`config.mk`:
```
export PLATFORM = sky130hd
export DESIGN_NAME = rww_arbiter
export DESIGN_NICKNAME = d
export VERILOG_FILES = /design/src/rtl/rww_pkg.sv /design/src/rtl/rww_req_decode.sv /design/src/rtl/rww_bank_stub.sv /design/src/rtl/rww_flags.sv /design/src/rtl/rww_ctrl.sv /design/src/rtl/rww_arbiter.sv
export SDC_FILE = /design/constraint.sdc
export NUM_CORES = 1
export LEC_CHECK = 0
export ABC_AREA = 1
export BUFFER_PORTS_ARGS = -buffer_cell sky130_fd_sc_hd__buf_2
export CAP_MARGIN = 20
export CELL_PAD_IN_SITES_DETAIL_PLACEMENT = 1
export CELL_PAD_IN_SITES_GLOBAL_PLACEMENT = 1
export CORE_UTILIZATION = 39
export DETAILED_ROUTE_END_ITERATION = 10
export GPL_ROUTABILITY_DRIVEN = 1
export PLACE_DENSITY = 0.86
export RECOVER_POWER = 50
export SLEW_MARGIN = 20
export SYNTH_ARGS = -nofsm -noshare
export SYNTH_HDL_FRONTEND = slang
export SYNTH_SLANG_ARGS = --single-unit
```
`constraint.sdc`:
```
create_clock -name clk -period 1.88 [get_ports clk]
set_input_delay 0.094 -clock clk [delete_from_list [all_inputs] [get_ports clk]]
set_output_delay 0.094 -clock clk [all_outputs]
set_load 0.1 [all_outputs]
```
`src/rtl/rww_pkg.sv`:
```
package rww_pkg;
   typedef enum logic [2:0] {
      ST_IDLE,
      ST_ERR1,
      ST_ERR2,
      ST_WR,
      ST_RD,
      ST_WAIT,
      ST_RESP
   } ctrl_st_e;

   // policy field bit meanings
   localparam int POL_ABORT_BIT = 1;
   localparam int POL_IRQ_BIT   = 0;

   // flag vector positions
   localparam int FLG_STALL = 0;
   localparam int FLG_ABORT = 1;
   localparam int FLG_N     = 2;

   localparam int BANK_N    = 2;
endpackage

```
`src/rtl/rww_req_decode.sv`:
```
module rww_req_decode #(
   parameter int ADDR_W   = 24,
   parameter int BANK_BIT = 23,
   parameter int DATA_W   = 32
) (
   input  logic [ADDR_W-1:0] addr,
   input  logic [1:0]        size,
   output logic              bank_sel,
   output logic              write_legal
);
   localparam int BYTES     = DATA_W / 8;
   localparam int ALIGN_LSB = $clog2(BYTES);
   localparam logic [1:0] WORD_CODE = 2'(ALIGN_LSB);

   assign bank_sel = addr[BANK_BIT];

   generate
      if (ALIGN_LSB == 0) begin : g_byte_word
         assign write_legal = (size == WORD_CODE);
      end else begin : g_multi_byte
         assign write_legal = (size == WORD_CODE) && (addr[ALIGN_LSB-1:0] == '0);
      end
   endgenerate
endmodule

```
`src/rtl/rww_bank_stub.sv`:
```
module rww_bank_stub #(
   parameter int DATA_W       = 32,
   parameter int PROG_CYCLES  = 20,
   parameter int ABORT_CYCLES = 3
) (
   input  logic              clk,
   input  logic              rst_n,
   input  logic              start,
   input  logic              abort,
   input  logic [DATA_W-1:0] wdata,
   output logic              busy,
   output logic [DATA_W-1:0] word
);
   localparam int CNT_W = $clog2(PROG_CYCLES + 1);
   localparam logic [CNT_W-1:0] PROG_LD  = CNT_W'(PROG_CYCLES);
   localparam logic [CNT_W-1:0] ABORT_LD = CNT_W'(ABORT_CYCLES);

   logic [CNT_W-1:0]  cnt_q;
   logic              aborting_q;
   logic [DATA_W-1:0] pend_q;
   logic [DATA_W-1:0] word_q;

   always_ff @(posedge clk or negedge rst_n) begin
      if (!rst_n) begin
         cnt_q      <= '0;
         aborting_q <= 1'b0;
         pend_q     <= '0;
         word_q     <= '0;
      end else if (start) begin
         cnt_q      <= PROG_LD;
         pend_q     <= wdata;
         aborting_q <= 1'b0;
      end else if (cnt_q != '0) begin
         if (abort && !aborting_q && (cnt_q > ABORT_LD)) begin
            cnt_q      <= ABORT_LD;
            aborting_q <= 1'b1;
         end else begin
            cnt_q <= cnt_q - 1'b1;
            if (cnt_q == CNT_W'(1)) begin
               if (!aborting_q) word_q <= pend_q;
               aborting_q <= 1'b0;
            end
         end
      end
   end

   assign busy = (cnt_q != '0);
   assign word = word_q;

   assert_start_idle_R11: assert property (@(posedge clk) disable iff (!rst_n)
      start |-> !busy);
   assert_abort_busy_R7: assert property (@(posedge clk) disable iff (!rst_n)
      abort |-> busy);
   assert_abort_keeps_word_R7: assert property (@(posedge clk) disable iff (!rst_n)
      (aborting_q && cnt_q == CNT_W'(1)) |=> $stable(word_q));
endmodule

```
`src/rtl/rww_flags.sv`:
```
module rww_flags #(
   parameter int N = 2
) (
   input  logic         clk,
   input  logic         rst_n,
   input  logic [N-1:0] set,
   input  logic [N-1:0] clr,
   output logic [N-1:0] flag
);
   generate
      for (genvar i = 0; i < N; i++) begin : g_flag
         logic f_q;
         always_ff @(posedge clk or negedge rst_n) begin
            if (!rst_n)      f_q <= 1'b0;
            else if (set[i]) f_q <= 1'b1;
            else if (clr[i]) f_q <= 1'b0;
         end
         assign flag[i] = f_q;

         assert_flag_sticky_R9: assert property (@(posedge clk) disable iff (!rst_n)
            (flag[i] && !clr[i]) |=> flag[i]);
         assert_flag_cause_R9: assert property (@(posedge clk) disable iff (!rst_n)
            $rose(flag[i]) |-> $past(set[i]));
      end
   endgenerate
endmodule

```
`src/rtl/rww_ctrl.sv`:
```
module rww_ctrl
   import rww_pkg::*;
#(
   parameter int DATA_W = 32
) (
   input  logic                          clk,
   input  logic                          rst_n,
   input  logic [1:0]                    policy,
   input  logic                          valid,
   input  logic                          write,
   input  logic                          bank_sel,
   input  logic                          write_legal,
   input  logic [BANK_N-1:0]             busy,
   input  logic [BANK_N-1:0][DATA_W-1:0] bank_word,
   output logic                          bus_ready,
   output logic                          bus_err,
   output logic [DATA_W-1:0]             rdata,
   output logic [BANK_N-1:0]             start,
   output logic [BANK_N-1:0]             abort,
   output logic                          stall_evt,
   output logic                          abort_evt
);
   ctrl_st_e          st_q, st_d;
   logic              bank_q, write_q;
   logic [DATA_W-1:0] rdata_q;
   logic              tgt_busy;

   assign tgt_busy = busy[bank_q];

   always_comb begin
      st_d      = st_q;
      start     = '0;
      abort     = '0;
      stall_evt = 1'b0;
      abort_evt = 1'b0;
      case (st_q)
         ST_IDLE: if (valid) st_d = write ? (write_legal ? ST_WR : ST_ERR1) : ST_RD;
         ST_ERR1: st_d = ST_ERR2;
         ST_ERR2: st_d = ST_IDLE;
         ST_WR: begin
            if (!tgt_busy) begin
               start[bank_q] = 1'b1;
               st_d          = ST_RESP;
            end
         end
         ST_RD: begin
            if (!tgt_busy) begin
               st_d = ST_RESP;
            end else begin
               st_d = ST_WAIT;
               if (policy[POL_ABORT_BIT]) begin
                  abort[bank_q] = 1'b1;
                  abort_evt     = policy[POL_IRQ_BIT];
               end else begin
                  stall_evt = policy[POL_IRQ_BIT];
               end
            end
         end
         ST_WAIT: if (!tgt_busy) st_d = ST_RESP;
         ST_RESP: st_d = ST_IDLE;
         default: st_d = ST_IDLE;
      endcase
   end

   always_ff @(posedge clk or negedge rst_n) begin
      if (!rst_n) begin
         st_q    <= ST_IDLE;
         bank_q  <= 1'b0;
         write_q <= 1'b0;
         rdata_q <= '0;
      end else begin
         st_q <= st_d;
         if (st_q == ST_IDLE && valid) begin
            bank_q  <= bank_sel;
            write_q <= write;
         end
         if ((st_q == ST_RD || st_q == ST_WAIT) && !tgt_busy)
            rdata_q <= bank_word[bank_q];
      end
   end

   assign bus_ready = (st_q == ST_RESP) || (st_q == ST_ERR2);
   assign bus_err   = (st_q == ST_ERR1) || (st_q == ST_ERR2);
   assign rdata     = rdata_q;

   assert_err_pair_R2: assert property (@(posedge clk) disable iff (!rst_n)
      (bus_err && !bus_ready) |=> (bus_err && bus_ready));
   assert_read_idle_bank_R5: assert property (@(posedge clk) disable iff (!rst_n)
      (bus_ready && !bus_err && !write_q) |-> !busy[bank_q]);
   assert_abort_policy_R7: assert property (@(posedge clk) disable iff (!rst_n)
      (|abort) |-> policy[POL_ABORT_BIT]);
   assert_stall_policy_R6: assert property (@(posedge clk) disable iff (!rst_n)
      stall_evt |-> (policy == 2'b01));
   assert_start_onehot_R3: assert property (@(posedge clk) disable iff (!rst_n)
      $onehot0(start) && !(|(start & busy)));
endmodule

```
`src/rtl/rww_arbiter.sv`:
```
module rww_arbiter
   import rww_pkg::*;
#(
   parameter int ADDR_W       = 24,
   parameter int BANK_BIT     = 23,
   parameter int DATA_W       = 32,
   parameter int PROG_CYCLES  = 20,
   parameter int ABORT_CYCLES = 3
) (
   input  logic              clk,
   input  logic              rst_n,
   input  logic [1:0]        cfg_rww,
   input  logic              bus_valid,
   input  logic              bus_write,
   input  logic [1:0]        bus_size,
   input  logic [ADDR_W-1:0] bus_addr,
   input  logic [DATA_W-1:0] bus_wdata,
   output logic              bus_ready,
   output logic              bus_err,
   output logic [DATA_W-1:0] bus_rdata,
   input  logic [1:0]        flag_clr,
   output logic              irq_stall,
   output logic              irq_abort,
   output logic [1:0]        bank_busy
);
   generate
      if (BANK_BIT >= ADDR_W) begin : g_bad_bank_bit
         $error("BANK_BIT must lie inside the address");
      end
      if (DATA_W % 8 != 0 || DATA_W < 8 || DATA_W > 64) begin : g_bad_width
         $error("DATA_W must be 8..64 and a whole number of bytes");
      end
      if (ABORT_CYCLES < 1 || PROG_CYCLES <= ABORT_CYCLES) begin : g_bad_timing
         $error("PROG_CYCLES must exceed ABORT_CYCLES, which must be nonzero");
      end
   endgenerate

   logic                          bank_sel, write_legal;
   logic [BANK_N-1:0]             start, abort, busy;
   logic [BANK_N-1:0][DATA_W-1:0] bank_word;
   logic                          stall_evt, abort_evt;
   logic [FLG_N-1:0]              flag_set, flag_q;

   rww_req_decode #(.ADDR_W(ADDR_W), .BANK_BIT(BANK_BIT), .DATA_W(DATA_W)) u_dec (
      .addr(bus_addr), .size(bus_size), .bank_sel(bank_sel), .write_legal(write_legal));

   rww_ctrl #(.DATA_W(DATA_W)) u_ctrl (
      .clk(clk), .rst_n(rst_n), .policy(cfg_rww), .valid(bus_valid), .write(bus_write),
      .bank_sel(bank_sel), .write_legal(write_legal), .busy(busy), .bank_word(bank_word),
      .bus_ready(bus_ready), .bus_err(bus_err), .rdata(bus_rdata), .start(start),
      .abort(abort), .stall_evt(stall_evt), .abort_evt(abort_evt));

   generate
      for (genvar b = 0; b < BANK_N; b++) begin : g_bank
         rww_bank_stub #(.DATA_W(DATA_W), .PROG_CYCLES(PROG_CYCLES),
                         .ABORT_CYCLES(ABORT_CYCLES)) u_bank (
            .clk(clk), .rst_n(rst_n), .start(start[b]), .abort(abort[b]),
            .wdata(bus_wdata), .busy(busy[b]), .word(bank_word[b]));
      end
   endgenerate

   assign flag_set[FLG_STALL] = stall_evt;
   assign flag_set[FLG_ABORT] = abort_evt;

   rww_flags #(.N(FLG_N)) u_flags (
      .clk(clk), .rst_n(rst_n), .set(flag_set), .clr(flag_clr), .flag(flag_q));

   assign irq_stall = flag_q[FLG_STALL];
   assign irq_abort = flag_q[FLG_ABORT];
   assign bank_busy = busy;

   assert_abort_irq_R8: assert property (@(posedge clk) disable iff (!rst_n)
      $rose(irq_abort) |-> ($past(cfg_rww) == 2'b11));
endmodule

```
==> results.sh, run 1 <==
export IMPL_critPathArrivalTime_ns=2.34
export IMPL_cp_slowest_stage_delay_ns=0.40
export IMPL_track_usage=0.246
export IMPL_ys_ff_latch=178
export IMPL_worstSetupEndpointType="flop"
export IMPL_cts_tree="done"
export IMPL_dp_cells=1256
export IMPL_synthArstFlopShare=1.00
export IMPL_clkLatencyLatePin_ns=0.45
export IMPL_slew_violations=53
export IMPL_synthesis_nets=988
export IMPL_setup_viol=60
export IMPL_setup_tns_ns=-2.02
export IMPL_cts_buffer_depth=2
export IMPL_critPathSlowestCell="dfrtp_1"
export IMPL_grt_pass1_vias=7513
export IMPL_hold_class="primary input to flop"
export IMPL_antenna_found_initial=2
export IMPL_syn_area_um2=7860
export IMPL_cp_common_cell="nor2_4"
export IMPL_place_area_um2=8840
export IMPL_synthToLayoutAreaGrowth_pct=33.9
export IMPL_p_switching_uw=8920
export IMPL_vias_per_cell=5.37
export IMPL_synthCells=914
export IMPL_antenna_left=0
export IMPL_path_clk_slew_ns=0.07
export IMPL_syn_avg_cell_area_um2=8.59
export IMPL_final_cell_count_no_fill=1357
export IMPL_place_congestion=0.870
export IMPL_wire_per_inst_um=21.5
export IMPL_peakVddDrop_v=0.000877
export IMPL_reg2reg_depth=13
export IMPL_ys_types=29
export IMPL_grt_max_degree=65
export IMPL_internal_power_uw=10300
export IMPL_dpl_hpwl_um=13400
export IMPL_powerDensity_nw_per_um2=1830
export IMPL_finalCritPeriodShare=1.05
export IMPL_pwr_share_seq=0.341
export IMPL_drc=0
export IMPL_htreeDepth=4
export IMPL_pwr_share_comb=0.455
export IMPL_crit_path_cell_trace="inv_2 -> ha_4 -> inv_2 -> nor2_4 -> nand3_4 -> buf_4 -> nand3_4 -> nor2_4 -> nor2_4 -> buf_12 -> clkbuf_16 -> nand3_1 -> nand2_1"
export IMPL_grt_pass1_wl_um=38500
export IMPL_pin_count=104
export IMPL_cp_start_kind="flop"
export IMPL_ys_seq_area_frac=0.567
export IMPL_crit_type="flop to flop"
export IMPL_cts_made_buffers=17
export IMPL_start_util=0.401
export IMPL_max_cap_viol_count=1
export IMPL_yosys_warnings=0
export IMPL_stdcell_area_um2=10500
export IMPL_cts_root_buffer="clkbuf_16"
export IMPL_rsz0062_at_grt="true"
export IMPL_finalCoreUtilization=0.537
export IMPL_synth_flop_cell="dfrtp_1"
export IMPL_dieHeight_um=144
export IMPL_total_leakage_power_uw=0.00547
export IMPL_violations="max-capacitance violations, max-slew violations, negative setup slack"
export IMPL_clockPowerShare=0.204
export IMPL_gr_total_overflow=0
export IMPL_pre_cts_slack_ns=-0.0451
export IMPL_status="finished, violations left"
export IMPL_swShare=0.463
export IMPL_cts_sinks=178
export IMPL_clock_skew_ns=0.0154
export IMPL_num_rows=51
export IMPL_fmax_mhz=509
export IMPL_vias=7285
export IMPL_period_minus_slack_ns=1.97
export IMPL_worst_slack_ns=-0.0865
export IMPL_drive_gt1_frac=0.250
export IMPL_fin_nets=1151
export IMPL_report_final_hold_viol_count=0
export IMPL_routed_wl_um=29200
export IMPL_dr_first_iter_drc_count=589
export IMPL_first_pass_iters=6
export IMPL_synth_edff_count=0
export IMPL_cp_data_required_time_ns=2.26
export IMPL_worstMarginPinSlew_ns=1.51
export IMPL_io_buffer_count=82
export IMPL_slew_headroom=-0.00521
export IMPL_core_area_um2=19600
export IMPL_die_area_um2=20700
export IMPL_critPathMaxFanout=6
export IMPL_hold_depth=6
export IMPL_chipWidth_um=144
## power groups by stage
stage	clock (µW)	sequential [µW]	combinational (µW)
after global routing	4080	6700	9360
after floorplan	0	8100	3510
after global placement	0	6270	7000
after detailed placement	0	6380	7280
after CTS	3920	6380	7640
final	3930	6570	8770
## synth_stat cells (2+ instances only)
cell        n  share of area
a211oi_1    2         0.0019
buf_2      17          0.011
buf_4       5         0.0048
buf_6       7          0.010
clkbuf_1   18         0.0086
dfrtp_1   178           0.57
ha_1        8          0.013
inv_1      87          0.042
inv_2       5         0.0024
nand2_1   354           0.17
nand2_2     2         0.0016
nand3_1    77          0.049
nand3_2     3         0.0038
nor2_1     19         0.0091
nor2_2      4         0.0032
nor3_1      2         0.0013
nor4_1      2         0.0016
o211ai_1    3         0.0029
o21ai_0    69          0.044
o21ai_1    12         0.0076
o21ai_2    28          0.031
xnor2_1     2         0.0022
xor2_1      4         0.0045
## worst paths after layout
check	start	to	slack (ns)
worst min-delay path	bus_addr[0]	u_ctrl.st_q[1]	0.1
worst max-delay path	g_bank[1].u_bank.cnt_q[0]	g_bank[1].u_bank.word[0]	-0.09
worst max register to register	g_bank[1].u_bank.cnt_q[0]	g_bank[1].u_bank.word[0]	-0.09
worst min register to register	g_bank[0].u_bank.word[31]	g_bank[0].u_bank.word[31]	0.47
min in group asynchronous	rst_n	g_bank[1].u_bank.pend_q[15]	0.54
max in group asynchronous	rst_n	g_bank[0].u_bank.word[14]	0.25
## cell type report
class / instances / area, µm²
fillers: 2242 / 9070
multi-input cells: 597 / 3010
well taps: 265 / 332
repair buffers: 191 / 1730
flip-flops and latches: 178 / 4460
clock inverters: 11 / 176
diodes: 2 / 5.00
inverters: 92 / 353
clock buffers: 21 / 460
## per-stage QoR
step	hold WS, ns	total power, µW
3_3_place_gp	0.0987	13300
3_5_place_dp	0.105	13700
6_report	0.0977	19300
5_1_grt	0.0989	20100
2_1_floorplan	-0.202	11600
4_1_cts	0.109	17900
## critical path, delay by kind of cell, from the launching register on
kind | cells | cell delay (ns)
AND/OR/NAND/NOR | 7 | 0.71
buffers and inverters | 5 | 0.65
flip-flops | 1 | 0.40
adder cells (fa/ha/maj) | 1 | 0.13
## layer usage
layer	vias to the layer above	track usage	share of wire
met1	3701	0.291	0.38
met5	-	0	0
met2	286	0.432	0.53
met4	0	0.116	0.051
li1	3183	-	-
met3	115	0.0427	0.048
## cell usage in the layout, fill, tap and decap left out, types with 3 or more instances in the layout
master	n
nand3_2	3
ha_1	6
bufinv_16	4
buf_2	79
dlygate4sd3_1	41
nand2_4	3
o21ai_0	66
o211ai_1	3
clkbuf_2	3
o21ai_2	29
clkinv_4	4
nand2_2	21
buf_4	35
inv_2	11
nand3_1	73
nor2_2	4
buf_12	14
nand2_1	331
nor2_1	12
nand3_4	4
nor2_4	8
xor2_1	4
o21ai_1	14
inv_1	79
dfrtp_1	177
buf_6	7
clkbuf_16	26
## kinds of logic (layout without fill, tap and decap cells)
logic type / Yosys count / after routing / synth area share
xor+xnor: 6 / 6 / 0.00669
fa+ha+maj: 8 / 8 / 0.0127
flops: 178 / 178 / 0.567
other cells: 0 / 2 / 0
buf+inv: 139 / 315 / 0.0782
compound gates: 115 / 115 / 0.0882
simple gates: 468 / 468 / 0.247
## sequential cells by signal, summed over array words and instances (netlist names)
| name | count |
|---|---|
| u_ctrl.st_q | 3 |
| g_bank.u_bank.aborting_q | 2 |
| g_bank.u_bank.pend_q | 64 |
| u_ctrl.bank_q | 1 |
| g_bank.u_bank.word | 64 |
| g_bank.u_bank.cnt_q | 10 |
| u_ctrl.rdata | 32 |
| u_flags.g_flag.f_q | 2 |
## repair_timing
item,CTS,global route
setup endpoints to repair,57,106
endpoints found under the hold margin,110,0
buffers inserted,4,10
gates cloned,1,13
hold buffers,41,0
resized for setup,10,68
pin swaps,0,16
Power figures use the tool's default switching activity.
==> run 2: changes to the inputs <==
CORE_UTILIZATION = 25   (was 39)
PLACE_DENSITY = 0.63   (was 0.86)
SYNTH_HIERARCHICAL = 1   (was not set)
==> run 2 against run 1 <==
Effect of this change: the run ends with design-rule violations left; critical path type unchanged; highest routed layer unchanged; first-iteration DRC count fell by 52%; flip-flop and latch count is the same; cell count grew 6.8%.
==> results.sh, run 2 <==
export IMPL_status="finished, violations left"
export IMPL_violations="design-rule violations"
export IMPL_grt_pass1_vias=6817
export IMPL_insertedDiodeCount=0
export IMPL_cts_tree="done"
export IMPL_worstSetupEndpointType="flop"
export IMPL_setup_tns_ns=0
export IMPL_finalCritPeriodShare=0.996
export IMPL_ys_ff_latch=178
export IMPL_dieHeight_um=180
export IMPL_slew_violations=0
export IMPL_chipWidth_um=180
export IMPL_cts_made_buffers=17
export IMPL_die_area_um2=32300
export IMPL_synth_xor_area_frac=0.00222
export IMPL_hold_class="primary input to flop"
export IMPL_cts_sinks=178
export IMPL_synth_top_cell_by_area="dfrtp_1"
export IMPL_fin_nets=1115
export IMPL_pre_cts_slack_ns=-0.0626
export IMPL_synthAdderAreaFrac=0.0127
export IMPL_synth_top_family_by_area="simple AND/OR/NAND/NOR gates"
export IMPL_register_area_um2=4460
export IMPL_vias_per_cell=4.39
export IMPL_critPathMaxFanout=7
export IMPL_track_usage=0.142
export IMPL_antenna_left=0
export IMPL_internal_power_uw=10500
export IMPL_synthToLayoutAreaGrowth_pct=34.8
export IMPL_nFillCells=3520
export IMPL_yosys_warnings=6
export IMPL_crit_path_cell_trace="inv_2 -> ha_4 -> nand3_4 -> inv_4 -> o21ai_4 -> nand3_2 -> nor2_1 -> inv_1 -> nor2_4 -> nand2_4 -> nand2_8 -> clkbuf_16 -> nand2_2 -> nand2_1"
export IMPL_syn_avg_cell_area_um2=8.99
export IMPL_rsz0062_at_grt="true"
export IMPL_hold_depth=10
export IMPL_htreeDepth=4
export IMPL_syn_area_um2=7890
export IMPL_start_util=0.256
export IMPL_final_common_cell="nand2_1"
export IMPL_slew_headroom=0.0143
export IMPL_total_leakage_power_uw=0.00534
export IMPL_report_final_hold_viol_count=0
export IMPL_path_depth=14
export IMPL_grt_max_degree=55
export IMPL_pin_count=104
export IMPL_critPathSlowestCell="dfrtp_1"
export IMPL_cp_data_required_time_ns=2.25
export IMPL_cts_root_buffer="clkbuf_16"
export IMPL_gr_total_overflow=0
export IMPL_peakVddDrop_v=0.000767
export IMPL_first_pass_iters=7
export IMPL_grt_pass1_wl_um=36300
export IMPL_place_congestion=0.739
export IMPL_io_buffer_count=82
export IMPL_antenna_found_initial=0
export IMPL_setup_viol=0
export IMPL_synth_compound_area_share=0.0279
export IMPL_pwr_share_seq=0.346
export IMPL_wire_per_inst_um=15.5
export IMPL_p_switching_uw=8790
export IMPL_dpl_hpwl_um=14300
export IMPL_num_rows=64
export IMPL_synth_edff_count=0
export IMPL_pwr_share_comb=0.469
export IMPL_period_minus_slack_ns=1.87
export IMPL_dr_first_iter_drc_count=281
export IMPL_vias=6357
export IMPL_clockPowerShare=0.185
export IMPL_synthCells=878
export IMPL_synth_top_area_frac=0.564
export IMPL_swShare=0.456
export IMPL_synth_most_common_cell="nand2_1"
export IMPL_cts_buffer_depth=2
export IMPL_synthesis_nets=952
export IMPL_synthArstFlopShare=1.00
export IMPL_fmax_mhz=534
export IMPL_synth_mux_area_frac=0.0406
export IMPL_worstMarginPinSlew_ns=1.48
export IMPL_cp_start_kind="flop"
export IMPL_ys_seq_area_frac=0.564
export IMPL_core_area_um2=30800
export IMPL_multi_input_area_um2=3340
export IMPL_worst_path_buf_inv=4
export IMPL_reg2reg_depth=14
export IMPL_yosys_area_share_simple=0.291
export IMPL_powerDensity_nw_per_um2=1810
export IMPL_routed_wl_um=22400
export IMPL_worst_slack_ns=0.00689
export IMPL_cp_slowest_stage_delay_ns=0.36
export IMPL_synthTopCellsByArea="dfrtp_1 56%, nand2_1 19%, nand3_1 5.3%"
export IMPL_synth_flop_cell="dfrtp_1"
export IMPL_drc=5
export IMPL_synth_commonest_cells="397 x nand2_1, 178 x dfrtp_1, 83 x nand3_1"
export IMPL_path_clk_slew_ns=0.07
export IMPL_critPathArrivalTime_ns=2.25
export IMPL_crit_family="simple AND/OR/NAND/NOR gates"
export IMPL_drive_gt1_frac=0.278
export IMPL_ys_types=26
export IMPL_layout_common_cells="346 x nand2_1, 176 x dfrtp_1, 80 x buf_2"
export IMPL_clock_skew_ns=0.00891
export IMPL_clkLatencyLatePin_ns=0.44
export IMPL_max_cap_viol_count=0
export IMPL_crit_type="flop to flop"
[run 2: cell count changes in the layout (fill, tap and decap cells not counted), sizes merged, moves of 4 or more]
cell,before,now
o21ai,109,36
buf,138,142
nand2,356,413
nand3,80,89
inv,93,33
nand4,0,4
nor2,24,30
mux2i,0,32
[run 2: tightest hold or removal path, stage by stage]
cell and delay [ns]:
buf_2 0.07, inv_1 0.03, nand2_1 0.04, nor2_1 0.03, nand2_1 0.05, inv_1 0.04, nand3_1 0.06, nand3_1 0.09
nand2_1 0.07, nand2_1 0.04
[run 2: logic make-up (layout without fill, tap and decap cells)]
logic type,count (synthesis),count (layout)
adders and majority gates,8,8
DFF,178,178
buffers and inverters,79,254
AOI/OAI and AO/OA,42,42
and+or+nand+nor,537,537
xor gates and xnor gates,2,2
muxes,32,32
[run 2: power groups by stage]
| stage | Sequential [µW] | Clock, µW | Combinational [µW] |
|---|---|---|---|
| CTS | 6570 | 3640 | 8600 |
| global placement | 6550 | 0 | 8300 |
| floorplan | 8970 | 0 | 3950 |
| global route | 6910 | 3790 | 9830 |
| finish | 6660 | 3560 | 9020 |
| detailed placement | 6610 | 0 | 8480 |
[run 2: path summary, 6_finish.rpt]
check | endpoint | slack, ns | start
setup / recovery | g_bank[0].u_bank/word[7] | 0.007 | g_bank[0].u_bank/cnt_q[1]
hold / removal | u_ctrl/st_q[1] | 0.22 | bus_addr[1]
setup reg to reg | g_bank[0].u_bank/word[7] | 0.007 | g_bank[0].u_bank/cnt_q[1]
hold reg to reg | g_bank[0].u_bank/pend_q[6] | 0.47 | g_bank[0].u_bank/pend_q[6]
max in group asynchronous | u_ctrl/bank_q | 0.25 | rst_n
min in group asynchronous | u_ctrl/rdata[7] | 0.54 | rst_n
[run 2: area by class of cell]
class,count,share of cell area
Clock buffer,22,0.0446
Clock inverter,9,0.00988
Inverter,32,0.0122
Multi-Input combinational cell,621,0.314
Sequential cell,178,0.419
Tap cell,396,0.0466
Timing Repair Buffer,191,0.154
[run 2: per-layer routing]
metal  GRT usage  vias to the layer above  share of wire  wire length, µm
li1            -                     3095              -                -
met1       0.170                     3170           0.44             9910
met2       0.256                       68           0.52            11600
met3      0.0274                       24          0.027              615
met4      0.0466                        0          0.015              337
met5           0                        -              0                0
[run 2: timing repair]
item | CTS | global route
hold buffers | 41 | 0
buffers inserted | 0 | 4
resized for setup | 7 | 86
setup endpoints to repair | 65 | 112
pin swaps | 0 | 22
endpoints found under the hold margin | 118 | 0
gates cloned | 0 | 5
[run 2: metrics by stage]
step	cells	cell area [µm²]	utilization	hold WS [ns]	power (µW)
2_1_floorplan	878	8060	-	-0.202	12900
4_1_cts	1440	10200	0.332	0.216	18800
3_3_place_gp	1368	9210	0.299	0.113	14800
3_5_place_dp	1368	9210	0.299	0.114	15100
5_1_grt	1449	10600	0.345	0.295	20500
6_report	1449	10600	0.345	0.224	19200
